[config.mk]
export PLATFORM = sky130hd
export DESIGN_NAME = tmem_block_loader
export DESIGN_NICKNAME = d
export VERILOG_FILES = /design/src/rtl/tmem_ldr_pkg.sv /design/src/rtl/tmem_ldr_div.sv /design/src/rtl/tmem_ldr_seq.sv /design/src/rtl/tmem_ldr_swap.sv /design/src/rtl/tmem_block_loader.sv
export SDC_FILE = /design/constraint.sdc
export NUM_CORES = 1
export LEC_CHECK = 0
export CORE_ASPECT_RATIO = 0.9
export CORE_MARGIN = 2
export CORE_UTILIZATION = 59
export DETAILED_ROUTE_END_ITERATION = 16
export DONT_BUFFER_PORTS = 1
export GPL_ROUTABILITY_DRIVEN = 1
export HOLD_SLACK_MARGIN = 0.05
export PLACE_DENSITY_LB_ADDON = 0.15
export SYNTH_ARGS = -nofsm -noshare
export SYNTH_HDL_FRONTEND = slang
export SYNTH_SLANG_ARGS = --single-unit
[constraint.sdc]
create_clock -name clk_i -period 4.6 [get_ports clk_i]
set_clock_uncertainty 0.1 [all_clocks]
set_input_delay 0.46 -clock clk_i [delete_from_list [all_inputs] [get_ports clk_i]]
set_output_delay 0.46 -clock clk_i [all_outputs]
set_load 0.01 [all_outputs]
[src/rtl/tmem_ldr_pkg.sv]
package tmem_ldr_pkg;
  typedef enum logic [2:0] {
    ST_IDLE,
    ST_PREP,
    ST_DIV,
    ST_REQ,
    ST_WAIT
  } ld_state_e;

  localparam logic [1:0] SIZE_32B = 2'd3;
  localparam int WORD_W = 64;
endpackage

[src/rtl/tmem_ldr_div.sv]
module tmem_ldr_div #(
  parameter int NUM_W = 13,
  parameter int DEN_W = 12
) (
  input  logic             clk_i,
  input  logic             rst_ni,
  input  logic             start_i,
  input  logic [NUM_W-1:0] num_i,
  input  logic [DEN_W-1:0] den_i,
  output logic             done_o,
  output logic [NUM_W-1:0] quo_o
);
  localparam int CNT_W = $clog2(NUM_W + 1);

  logic [NUM_W-1:0] num_q, quo_q;
  logic [DEN_W-1:0] den_q;
  logic [DEN_W:0]   rem_q, rem_sh;
  logic [CNT_W-1:0] cnt_q;
  logic             run_q, done_q, ge;

  assign rem_sh = {rem_q[DEN_W-1:0], num_q[NUM_W-1]};
  assign ge     = rem_sh >= {1'b0, den_q};

  always_ff @(posedge clk_i or negedge rst_ni) begin
    if (!rst_ni) begin
      num_q  <= '0;
      den_q  <= '0;
      rem_q  <= '0;
      quo_q  <= '0;
      cnt_q  <= '0;
      run_q  <= 1'b0;
      done_q <= 1'b0;
    end else if (start_i) begin
      num_q  <= num_i;
      den_q  <= den_i;
      rem_q  <= '0;
      quo_q  <= '0;
      cnt_q  <= CNT_W'(NUM_W - 1);
      run_q  <= 1'b1;
      done_q <= 1'b0;
    end else if (run_q) begin
      rem_q <= ge ? (rem_sh - {1'b0, den_q}) : rem_sh;
      quo_q <= {quo_q[NUM_W-2:0], ge};
      num_q <= num_q << 1;
      if (cnt_q == '0) begin
        run_q  <= 1'b0;
        done_q <= 1'b1;
      end else begin
        cnt_q <= cnt_q - 1'b1;
      end
    end else begin
      done_q <= 1'b0;
    end
  end

  assign done_o = done_q;
  assign quo_o  = quo_q;
endmodule

[src/rtl/tmem_ldr_seq.sv]
module tmem_ldr_seq #(
  parameter int WCNT_W = 13
) (
  input  logic              clk_i,
  input  logic              rst_ni,
  input  logic              start_i,
  input  logic [WCNT_W-1:0] words_i,
  input  logic [WCNT_W-1:0] wpl_i,
  input  logic              reorder_i,
  input  logic              pair_i,
  input  logic              step_i,
  output logic [WCNT_W-1:0] src_idx_o,
  output logic [WCNT_W-1:0] dst_rel_o,
  output logic              odd_o,
  output logic              last_o
);
  logic [WCNT_W-1:0] words_q, k_q, j_q, lstart_q, len_q;
  logic [WCNT_W-1:0] k_nxt, rem_nxt, jx, pos;
  logic              odd_q;

  function automatic logic [WCNT_W-1:0] min_w(input logic [WCNT_W-1:0] a,
                                               input logic [WCNT_W-1:0] b);
    return (a < b) ? a : b;
  endfunction

  assign k_nxt   = k_q + 1'b1;
  assign rem_nxt = words_q - k_nxt;

  always_ff @(posedge clk_i or negedge rst_ni) begin
    if (!rst_ni) begin
      words_q  <= '0;
      k_q      <= '0;
      j_q      <= '0;
      lstart_q <= '0;
      len_q    <= '0;
      odd_q    <= 1'b0;
    end else if (start_i) begin
      words_q  <= words_i;
      k_q      <= '0;
      j_q      <= '0;
      lstart_q <= '0;
      len_q    <= min_w(wpl_i, words_i);
      odd_q    <= 1'b0;
    end else if (step_i) begin
      k_q <= k_nxt;
      if (j_q + 1'b1 == len_q) begin
        j_q      <= '0;
        lstart_q <= k_nxt;
        odd_q    <= odd_q ^ reorder_i;
        len_q    <= min_w(wpl_i, rem_nxt);
      end else begin
        j_q <= j_q + 1'b1;
      end
    end
  end

  // partner of j inside the current line, if it exists
  assign jx  = j_q ^ WCNT_W'(1);
  assign pos = (pair_i && odd_q && (jx < len_q)) ? jx : j_q;

  assign src_idx_o = k_q;
  assign dst_rel_o = lstart_q + pos;
  assign odd_o     = odd_q;
  assign last_o    = (k_nxt == words_q);
endmodule

[src/rtl/tmem_ldr_swap.sv]
module tmem_ldr_swap #(
  parameter int WORD_W = 64
) (
  input  logic [WORD_W-1:0] data_i,
  input  logic              half_swap_i,
  output logic [WORD_W-1:0] data_o
);
  localparam int HALF = WORD_W / 2;

  for (genvar g = 0; g < 2; g++) begin : g_lane
    assign data_o[g*HALF +: HALF] = half_swap_i ? data_i[(1-g)*HALF +: HALF]
                                                : data_i[g*HALF +: HALF];
  end
endmodule

[src/rtl/tmem_block_loader.sv]
module tmem_block_loader
  import tmem_ldr_pkg::*;
#(
  parameter int ADDR_W     = 20,
  parameter int SYS_BYTES  = 1 << 20,
  parameter int TMEM_BYTES = 4096,
  parameter int IDX_W      = 12,
  parameter int FRAC_W     = 11,
  localparam int OFS_W     = $clog2(TMEM_BYTES / 8),
  localparam int ADV_W     = FRAC_W + 1
) (
  input  logic              clk_i,
  input  logic              rst_ni,
  input  logic              cmd_valid_i,
  input  logic [ADDR_W-1:0] cmd_addr_i,
  input  logic [IDX_W-1:0]  cmd_last_i,
  input  logic [1:0]        cmd_size_i,
  input  logic [OFS_W-1:0]  cmd_ofs_i,
  input  logic [ADV_W-1:0]  cmd_adv_i,
  output logic              mem_req_o,
  output logic [ADDR_W-1:0] mem_addr_o,
  input  logic              mem_rvalid_i,
  input  logic [63:0]       mem_rdata_i,
  output logic              tmem_we_o,
  output logic [OFS_W-1:0]  tmem_waddr_o,
  output logic [63:0]       tmem_wdata_o,
  output logic              busy_o,
  output logic              done_o,
  output logic              err_o
);
  localparam int NUM_W   = ADV_W + 1;
  localparam int BYTES_W = IDX_W + 3;
  localparam int WCNT_W  = BYTES_W - 2;
  localparam int EXT_W   = ((ADDR_W > BYTES_W) ? ADDR_W : BYTES_W) + 2;
  localparam int DST_W   = ((OFS_W + 3 > BYTES_W) ? OFS_W + 3 : BYTES_W) + 1;

  ld_state_e state_q;
  logic [ADDR_W-1:0] addr_q;
  logic [OFS_W-1:0]  ofs_q;
  logic [1:0]        size_q;
  logic [ADV_W-1:0]  adv_q;
  logic [WCNT_W-1:0] words_q;
  logic              done_q, err_q;

  // command sizing and bounds
  logic [IDX_W:0]    cnt;
  logic [IDX_W+3:0]  shifted;
  logic [BYTES_W-1:0] bytes;
  logic [BYTES_W:0]  bytes_rnd;
  logic [WCNT_W-1:0] words;
  logic [EXT_W-1:0]  src_end;
  logic [DST_W-1:0]  dst_end;
  logic              src_bad, dst_bad, cmd_bad, accept;

  assign cnt       = (IDX_W+1)'(cmd_last_i) + 1'b1;
  assign shifted   = (IDX_W+4)'(cnt) << cmd_size_i;
  assign bytes     = shifted[IDX_W+3:1];
  assign bytes_rnd = {1'b0, bytes} + (BYTES_W+1)'(7);
  assign words     = WCNT_W'(bytes_rnd >> 3);
  assign src_end   = EXT_W'(cmd_addr_i) + EXT_W'(bytes);
  assign dst_end   = DST_W'({cmd_ofs_i, 3'b000}) + DST_W'(bytes);
  assign src_bad   = src_end > EXT_W'(SYS_BYTES);
  assign dst_bad   = dst_end > DST_W'(TMEM_BYTES);
  assign cmd_bad   = src_bad || dst_bad;
  assign accept    = cmd_valid_i && (state_q == ST_IDLE);

  // sub-block hookup
  logic              div_start, div_done;
  logic [NUM_W-1:0]  div_num, div_quo;
  logic              seq_start, seq_step, seq_odd, seq_last;
  logic [WCNT_W-1:0] wpl, src_idx, dst_rel;

  assign div_start = (state_q == ST_PREP) && (adv_q != '0);
  assign div_num   = NUM_W'((1 << FRAC_W) - 1) + NUM_W'(adv_q);
  assign seq_start = ((state_q == ST_PREP) && (adv_q == '0)) ||
                     ((state_q == ST_DIV) && div_done);
  assign seq_step  = (state_q == ST_WAIT) && mem_rvalid_i;
  assign wpl       = (adv_q == '0) ? '1 : WCNT_W'(div_quo);

  tmem_ldr_div #(
    .NUM_W(NUM_W),
    .DEN_W(ADV_W)
  ) u_div (
    .clk_i  (clk_i),
    .rst_ni (rst_ni),
    .start_i(div_start),
    .num_i  (div_num),
    .den_i  (adv_q),
    .done_o (div_done),
    .quo_o  (div_quo)
  );

  tmem_ldr_seq #(
    .WCNT_W(WCNT_W)
  ) u_seq (
    .clk_i    (clk_i),
    .rst_ni   (rst_ni),
    .start_i  (seq_start),
    .words_i  (words_q),
    .wpl_i    (wpl),
    .reorder_i(adv_q != '0),
    .pair_i   (size_q == SIZE_32B),
    .step_i   (seq_step),
    .src_idx_o(src_idx),
    .dst_rel_o(dst_rel),
    .odd_o    (seq_odd),
    .last_o   (seq_last)
  );

  tmem_ldr_swap #(
    .WORD_W(WORD_W)
  ) u_swap (
    .data_i     (mem_rdata_i),
    .half_swap_i(seq_odd && (size_q != SIZE_32B)),
    .data_o     (tmem_wdata_o)
  );

  always_ff @(posedge clk_i or negedge rst_ni) begin
    if (!rst_ni) begin
      state_q <= ST_IDLE;
      addr_q  <= '0;
      ofs_q   <= '0;
      size_q  <= '0;
      adv_q   <= '0;
      words_q <= '0;
      done_q  <= 1'b0;
      err_q   <= 1'b0;
    end else begin
      done_q <= 1'b0;
      unique case (state_q)
        ST_IDLE: begin
          if (accept) begin
            err_q <= cmd_bad;
            if (cmd_bad || (words == '0)) begin
              done_q <= 1'b1;
            end else begin
              addr_q  <= cmd_addr_i;
              ofs_q   <= cmd_ofs_i;
              size_q  <= cmd_size_i;
              adv_q   <= cmd_adv_i;
              words_q <= words;
              state_q <= ST_PREP;
            end
          end
        end
        ST_PREP: state_q <= (adv_q == '0) ? ST_REQ : ST_DIV;
        ST_DIV:  if (div_done) state_q <= ST_REQ;
        ST_REQ:  state_q <= ST_WAIT;
        ST_WAIT: begin
          if (mem_rvalid_i) begin
            if (seq_last) begin
              done_q  <= 1'b1;
              state_q <= ST_IDLE;
            end else begin
              state_q <= ST_REQ;
            end
          end
        end
        default: state_q <= ST_IDLE;
      endcase
    end
  end

  assign mem_req_o    = (state_q == ST_REQ);
  assign mem_addr_o   = addr_q + ADDR_W'({src_idx, 3'b000});
  assign tmem_we_o    = seq_step;
  assign tmem_waddr_o = ofs_q + OFS_W'(dst_rel);
  assign busy_o       = (state_q != ST_IDLE);
  assign done_o       = done_q;
  assign err_o        = err_q;
endmodule

==> results of run 1 <==
[kinds of logic after synthesis]
group	Yosys count	synth area share, %
flops	179	30.2
buf+inv	181	5.13
xor+xnor	94	5.56
simple gates	467	16.0
compound gates	415	18.6
fa+ha+maj	127	11.4
mux	160	13.0
[worst reg2reg max path: cells and delay by family, from the launching register on]
| kind | cells | cell delay [ns] |
|---|---|---|
| mux | 1 | 0.29 |
| simple gates | 6 | 1.20 |
| fa+ha+maj | 2 | 0.68 |
| flops | 1 | 0.46 |
| buf+inv | 1 | 0.20 |
| xor+xnor | 2 | 0.28 |
| compound gates | 6 | 1.18 |
[layer usage]
layer	wire length, µm	part of all wire (%)
met1	18500	44
met2	19600	47
met3	2660	6.4
met4	929	2.2
met5	0	0
[registers in the layout, summed over array words and instances, names as in the netlist, 2 cells and up]
signal / cells
u_seq.len_q: 13
u_div.rem_q: 12
u_seq.words_q: 13
u_seq.j_q: 13
size_q: 2
addr_q: 20
u_seq.lstart_q: 9
u_div.num_q: 13
ofs_q: 9
u_seq.src_idx_o: 13
adv_q: 12
words_q: 13
u_div.quo_o: 13
state_q: 3
u_div.cnt_q: 4
u_div.den_q: 12
[cells in the final DEF (no fill, tap or decap), types with 11 or more instances in the layout]
cell	n
nor4_1	11
a31oi_1	17
dfrtp_1	176
a21oi_2	11
inv_1	100
o21ai_0	125
xnor2_1	54
ha_1	107
nand3_1	51
o21bai_1	14
mux2_2	82
mux2_4	44
buf_4	177
and3_1	15
o21a_1	17
a211oi_1	14
nor3_1	25
nor2_1	115
nor2b_1	26
mux2i_1	34
clkbuf_16	17
nand2b_1	16
nand2_1	108
and2_1	11
a21o_1	30
a21oi_1	63
nand4_1	18
xor2_1	30
fa_1	11
[layout make-up]
class | count | area, µm²
clock buffer | 17 | 425
clock inverter | 15 | 176
fill | 1865 | 7090
inverter | 103 | 387
multi-input combinational | 1263 | 10000
sequential | 179 | 4480
tap | 336 | 420
timing repair buffer | 189 | 1470
[synthesized netlist by cell type (13+ instances only)]
master	count
dfrtp_1	179
o21ai_0	127
nor2_1	115
ha_1	113
nand2_1	110
inv_1	102
mux2_2	82
a21oi_1	72
xnor2_1	62
nand3_1	52
clkbuf_1	50
mux2_4	44
mux2i_1	34
xor2_1	32
a21o_1	30
nor3_1	27
nor2b_1	26
a211oi_1	18
nand2b_1	18
nand4_1	18
a31oi_1	17
and3_1	17
o21a_1	17
o21bai_1	15
fa_1	14
buf_2	13
nor4_1	13
[power groups by stage]
stage                     clock, µW  combinational, µW  sequential, µW
after floorplan                   0               4250            2580
after global placement            0               5400            2830
after detailed placement          0               5590            2860
after CTS                      1520               5730            2840
after global routing           1600               6650            2950
final                          1500               6010            2860
[through the flow]
stage | cell area (µm²) | std cells
after floorplan | 15000 | 1623
after global placement | 16400 | 2053
after detailed placement | 16400 | 2053
after CTS | 17200 | 2094
after global routing | 17400 | 2102
final | 17400 | 2102
[worst max path at each step]
| stage | from | endpoint | slack (ns) | cells after the start |
|---|---|---|---|---|
| detailed placement | cmd_last_i[0] | addr_q[19]$_DFFE_PN0P_ | -0.28 | 18 |
| floorplan | cmd_last_i[0] | addr_q[0]$_DFFE_PN0P_ | -0.16 | 18 |
| finish | u_seq.len_q[1]$_DFFE_PN0P_ | tmem_waddr_o[8] | -0.25 | 21 |
| global placement | cmd_last_i[0] | adv_q[1]$_DFFE_PN0P_ | -0.19 | 18 |
| global route | u_seq.len_q[1]$_DFFE_PN0P_ | tmem_waddr_o[8] | -0.45 | 21 |
| CTS | u_seq.len_q[1]$_DFFE_PN0P_ | tmem_waddr_o[7] | -0.35 | 22 |
[timing repair]
item,CTS,global route
buffers inserted,2,8
hold buffers,7,3
gates resized for setup,21,27
setup endpoints to repair,18,68
pin swaps,12,20
hold endpoints to repair,187,182
==> results_dict.tcl, run 1 <==
set metrics [dict create \
    routed_wl_um 41600 \
    tns_ns -0.597 \
    synth_largest_area_cell "dfrtp_1" \
    cts.sinks 179 \
    clkTransAtPathRegs_ns 0.08 \
    syn2layout_area_growth_pct 17.3 \
    die_w_um 171 \
    violations "hold timing, setup timing" \
    via_count 12917 \
    fp-row-count 54 \
    syn_inst 1623 \
    power_frac_comb_pct 57.9 \
    met2_usage_pct 49.7 \
    slew_headroom_pct 21.8 \
    preCtsSetupSlack_ns -0.278 \
    ys_seq_elements 179 \
    seqPwrFrac_pct 27.6 \
    holdWs_ns -0.395 \
    cp.required_ns 4.04 \
    r2r_start "u_seq.src_idx_o[2]$_DFFE_PN0P_" \
    yosysSeqAreaShare_pct 30.2 \
    total_power_uw 10400 \
    synth_edf_count 0 \
    nets 2003 \
    vias_per_cell 6.15 \
    worst_r2r_endpoint "u_seq.len_q[10]$_DFFE_PN0P_" \
    drive_above_1_share_pct 24.2 \
    clkPwrFrac_pct 14.5 \
    avgSynthCellArea_um2 9.12 \
    cap_violations 0 \
    tightestPinTransition_ns 1.17 \
    cts_max_path_buffers 2 \
    clkLatencyLatePin_ns 0.45 \
    busiest_layer "met2" \
    grt-ovfl-total 0 \
    crit_slowest_cell "fa_2" \
    critPathBufInv 2 \
    synth_flop_cell "dfrtp_1" \
    initial_core_util_pct 60.5 \
    htree_levels 4 \
    setup.worst_path.end_class "output pin" \
    grt_max_degree 180 \
    fin_util_pct 71.0 \
    tritoncts "built" \
    syn_nets 1873 \
    root_buffer "clkbuf_16" \
    grt_pass1_vias 12567 \
    io_buffers 0 \
    drtIter0Drc 968 \
    reg2reg_setup_slack_ns 0.11 \
    postRouteAntennaNets 0 \
    cp-start-kind "flip-flop" \
    period_minus_slack_ns 4.85 \
    powerDensity_nw_per_um2 597 \
    gp_congestion 0.947 \
    drt_pass1_iterations 5 \
    path_class "reg2out" \
    fin_crit_sh_pct 105 \
    die_height_um 154 \
    antennaDiodeCount 0 \
    groute.usage.overall_pct 31.4 \
    status "finished with violations" \
    ys_types 89 \
    crit_family "compound AO/OA/AOI/OAI gates" \
    async_flop_share_pct 100 \
    worstPathCellList "inv_1 -> ha_1 -> nor2b_1 -> o21a_1 -> o21a_1 -> o21a_1 -> o21a_1 -> o21ai_2 -> a21oi_2 -> o41ai_2 -> buf_4 -> o211ai_1 -> fa_2 -> ha_4 -> a21o_1 -> a21oi_2 -> o21bai_1 -> a21oi_2 -> o21bai_1 -> a21oi_2 -> xnor2_2" \
    ios 221 \
    grt_pass1_wl_um 65800 \
    setup_ws_ns -0.252 \
    die-area_um2 26400 \
    use_met1_pct 44.1 \
    p_sw_uw 4530 \
    hpwl_um 31700 \
    intPower_uw 5840 \
    cpPeakStageDelay_ns 0.39 \
    maxSlewViolCount 0 \
    use_met3_pct 6.12 \
    routedWlPerCell_um 19.8 \
    yosysWarningCount 0 \
    peakVddDrop_mv 0.359 \
    drc 0 \
    antenna_found_initial 0 \
    max_freq_mhz 206 \
    cp_max_fo 2 \
    rsz0062_at_grt "yes" \
    synth_top_area_share_pct 30.2 \
    swShare_pct 43.7 \
    p_leak_uw 0.00801 \
    hp-class "in2async" \
    synthTopCellsByArea "dfrtp_1, ha_1, mux2_2, mux2_4, o21ai_0" \
    worstPathArrival_ns 4.29 \
    core_um2 24500 \
    syn-cell-area_um2 14800 \
    r2r_cells 18 \
    cts_buffers 17 \
    final-setup-viol-count 5 \
    hold_viol_final 179 \
]
Power figures use the tool's default switching activity.
==> run 2, diff against run 1 <==
--- a/config.mk
+++ b/config.mk
@@ -7,12 +7,13 @@
 export LEC_CHECK = 0
 export CORE_ASPECT_RATIO = 0.9
 export CORE_MARGIN = 2
-export CORE_UTILIZATION = 59
+export CORE_UTILIZATION = 55
 export DETAILED_ROUTE_END_ITERATION = 16
 export DONT_BUFFER_PORTS = 1
 export GPL_ROUTABILITY_DRIVEN = 1
 export HOLD_SLACK_MARGIN = 0.05
 export PLACE_DENSITY_LB_ADDON = 0.15
+export SKIP_CTS_REPAIR_TIMING = 1
 export SYNTH_ARGS = -nofsm -noshare
 export SYNTH_HDL_FRONTEND = slang
 export SYNTH_SLANG_ARGS = --single-unit
==> run 2 against run 1 <==
Net effect: the run still ends with hold timing, setup timing left; sequential share of layout area decreased by 0.71 points; maximum frequency down 1.2%; sequential cell count unchanged; die area increased by 7.1%; via count fell by 1.5%; clock power grew 5%; wire length grew 1.1%; count of clock-buffer cells in the layout grew 1; global-route usage shrank 2.5 points; core utilization decreased by 3.0 points; critical endpoint is now tmem_waddr_o[7].
==> results_dict.tcl, run 2 (same netlist as run 1, synthesis figures left out) <==
set metrics [dict create \
    status "finished with violations" \
    violations "hold timing, setup timing" \
    postRouteAntennaNets 0 \
    grt_pass1_vias 12336 \
    fp-row-count 56 \
    clkPwrFrac_pct 14.8 \
    power_frac_comb_pct 58.2 \
    cp_max_fo 2 \
    total_power_uw 10600 \
    clkTransAtPathRegs_ns 0.08 \
    hold_viol_final 179 \
    fin_crit_sh_pct 107 \
    crit_top_cell "o21a_1" \
    die_height_um 160 \
    hp-class "in2async" \
    rsz0062_at_grt "yes" \
    intPower_uw 6080 \
    powerDensity_nw_per_um2 595 \
    slew_headroom_pct 20.5 \
    cts_max_path_buffers 2 \
    largest_reg_flops 20 \
    grt-ovfl-total 0 \
    grt_pass1_wl_um 65400 \
    root_buffer "clkbuf_16" \
    cap_violations 0 \
    gp_congestion 0.929 \
    htree_levels 4 \
    initial_core_util_pct 56.4 \
    p_sw_uw 4550 \
    nets 2022 \
    crit_family "compound AO/OA/AOI/OAI gates" \
    die_w_um 177 \
    p_leak_uw 0.00818 \
    preCtsSetupSlack_ns -0.306 \
    fin_area_um2 17900 \
    cts_buffers 17 \
    ios 221 \
    core_um2 26300 \
    cpPeakStageDelay_ns 0.38 \
    io_buffers 0 \
    grt_max_degree 180 \
    via_count 12719 \
    fin_util_pct 68.0 \
    critPathBufInv 4 \
    layout_common_cells "buf_4, dfrtp_1, o21ai_0, nor2_1, nand2_1" \
    die-area_um2 28300 \
    setup_ws_ns -0.312 \
    drtIter0Drc 860 \
    final_common_cell "buf_4" \
    holdWs_ns -0.394 \
    maxSlewViolCount 0 \
    dpl_cell_area_um2 16400 \
    largest-register "addr_q" \
    routed_wl_um 42100 \
    final-setup-viol-count 5 \
    tightestPinTransition_ns 1.19 \
    setup.worst_path.end_class "output pin" \
    cts.sinks 179 \
    swShare_pct 42.8 \
    cp-start-kind "flip-flop" \
    path_class "reg2out" \
    groute.usage.overall_pct 28.8 \
    max_freq_mhz 204 \
    drt_pass1_iterations 7 \
    drive_above_1_share_pct 26.0 \
    worstPathCellList "inv_2 -> ha_1 -> nor2b_1 -> o21a_1 -> o21a_1 -> o21a_1 -> o21a_1 -> o21ai_2 -> a21oi_2 -> o41ai_2 -> buf_4 -> o211ai_1 -> fa_2 -> ha_4 -> inv_2 -> fa_2 -> inv_2 -> a21o_1 -> a21oi_2 -> o21bai_1 -> a21oi_2 -> xnor2_2" \
    antenna_found_initial 1 \
    seqPwrFrac_pct 27.0 \
    period_minus_slack_ns 4.91 \
    tns_ns -0.844 \
    peakVddDrop_mv 0.303 \
    vias_per_cell 5.96 \
    tritoncts "built" \
    drc 0 \
    hpwl_um 31800 \
    cp.required_ns 4.04 \
    clkLatencyLatePin_ns 0.44 \
    syn2layout_area_growth_pct 20.7 \
    crit_slowest_cell "fa_2" \
    routedWlPerCell_um 19.7 \
    worstPathArrival_ns 4.35 \
    n_fill_cell 2060 \
]
run 2: path summary, 6_finish.rpt:
kind,startpoint,slack (ns),cells after the start,to
max,u_seq.len_q[1]$_DFFE_PN0P_,-0.31,22,tmem_waddr_o[7]
min,rst_ni,-0.39,0,u_div.rem_q[3]$_DFFE_PN0P_
max reg2reg,u_seq.src_idx_o[0]$_DFFE_PN0P_,0.16,21,u_seq.len_q[8]$_DFFE_PN0P_
min reg2reg,u_seq.words_q[11]$_DFFE_PN0N_,0.40,2,u_seq.words_q[11]$_DFFE_PN0N_
max in group asynchronous,rst_ni,4.43,0,u_div.quo_o[7]$_DFFE_PN0P_
min in group clk_i,cmd_addr_i[9],0.07,1,addr_q[9]$_DFFE_PN0P_
run 2: cell type report:
class                   instances  area (µm²)  area share, %
repair buffers                208        1750           9.77
clock inverters                13         185           1.04
inverters                     103         387           2.16
well taps                     348         435           2.44
diodes                          1        2.50         0.0140
flip-flops and latches        179        4480           25.1
clock buffers                  18         439           2.46
multi-input cells            1263       10200           57.0
run 2: power by group through the flow:
stage                     combinational, µW  clock [µW]  sequential [µW]
after floorplan                        4250           0             2580
after global placement                 5520           0             2840
after detailed placement               5680           0             2870
after CTS                              5750        1590             2850
after global routing                   6830        1660             2950
final                                  6190        1570             2870
run 2: worst register-to-register path, delay by kind of cell, from the launching register on:
kind,cells,cell delay [ns]
flip-flops,1,0.38
AO/OA/AOI/OAI,8,1.44
AND/OR/NAND/NOR,3,0.31
buffers and inverters,5,0.60
multiplexers,1,0.31
XOR/XNOR,1,0.32
adder cells (fa/ha/maj),3,0.88
run 2: per-stage QoR:
step | hold slack (ns) | cells
floorplan | 0.0644 | 1623
global placement | 0.0687 | 2066
detailed placement | 0.0700 | 2066
CTS | -0.404 | 2097
global route | -0.416 | 2133
finish | -0.394 | 2133
run 2: layer usage:
layer  wire, µm  global-route usage [%]
met3       2080                    5.57
met5          0                       0
met1      19400                    40.4
met2      20000                    46.1
met4        539                    6.39
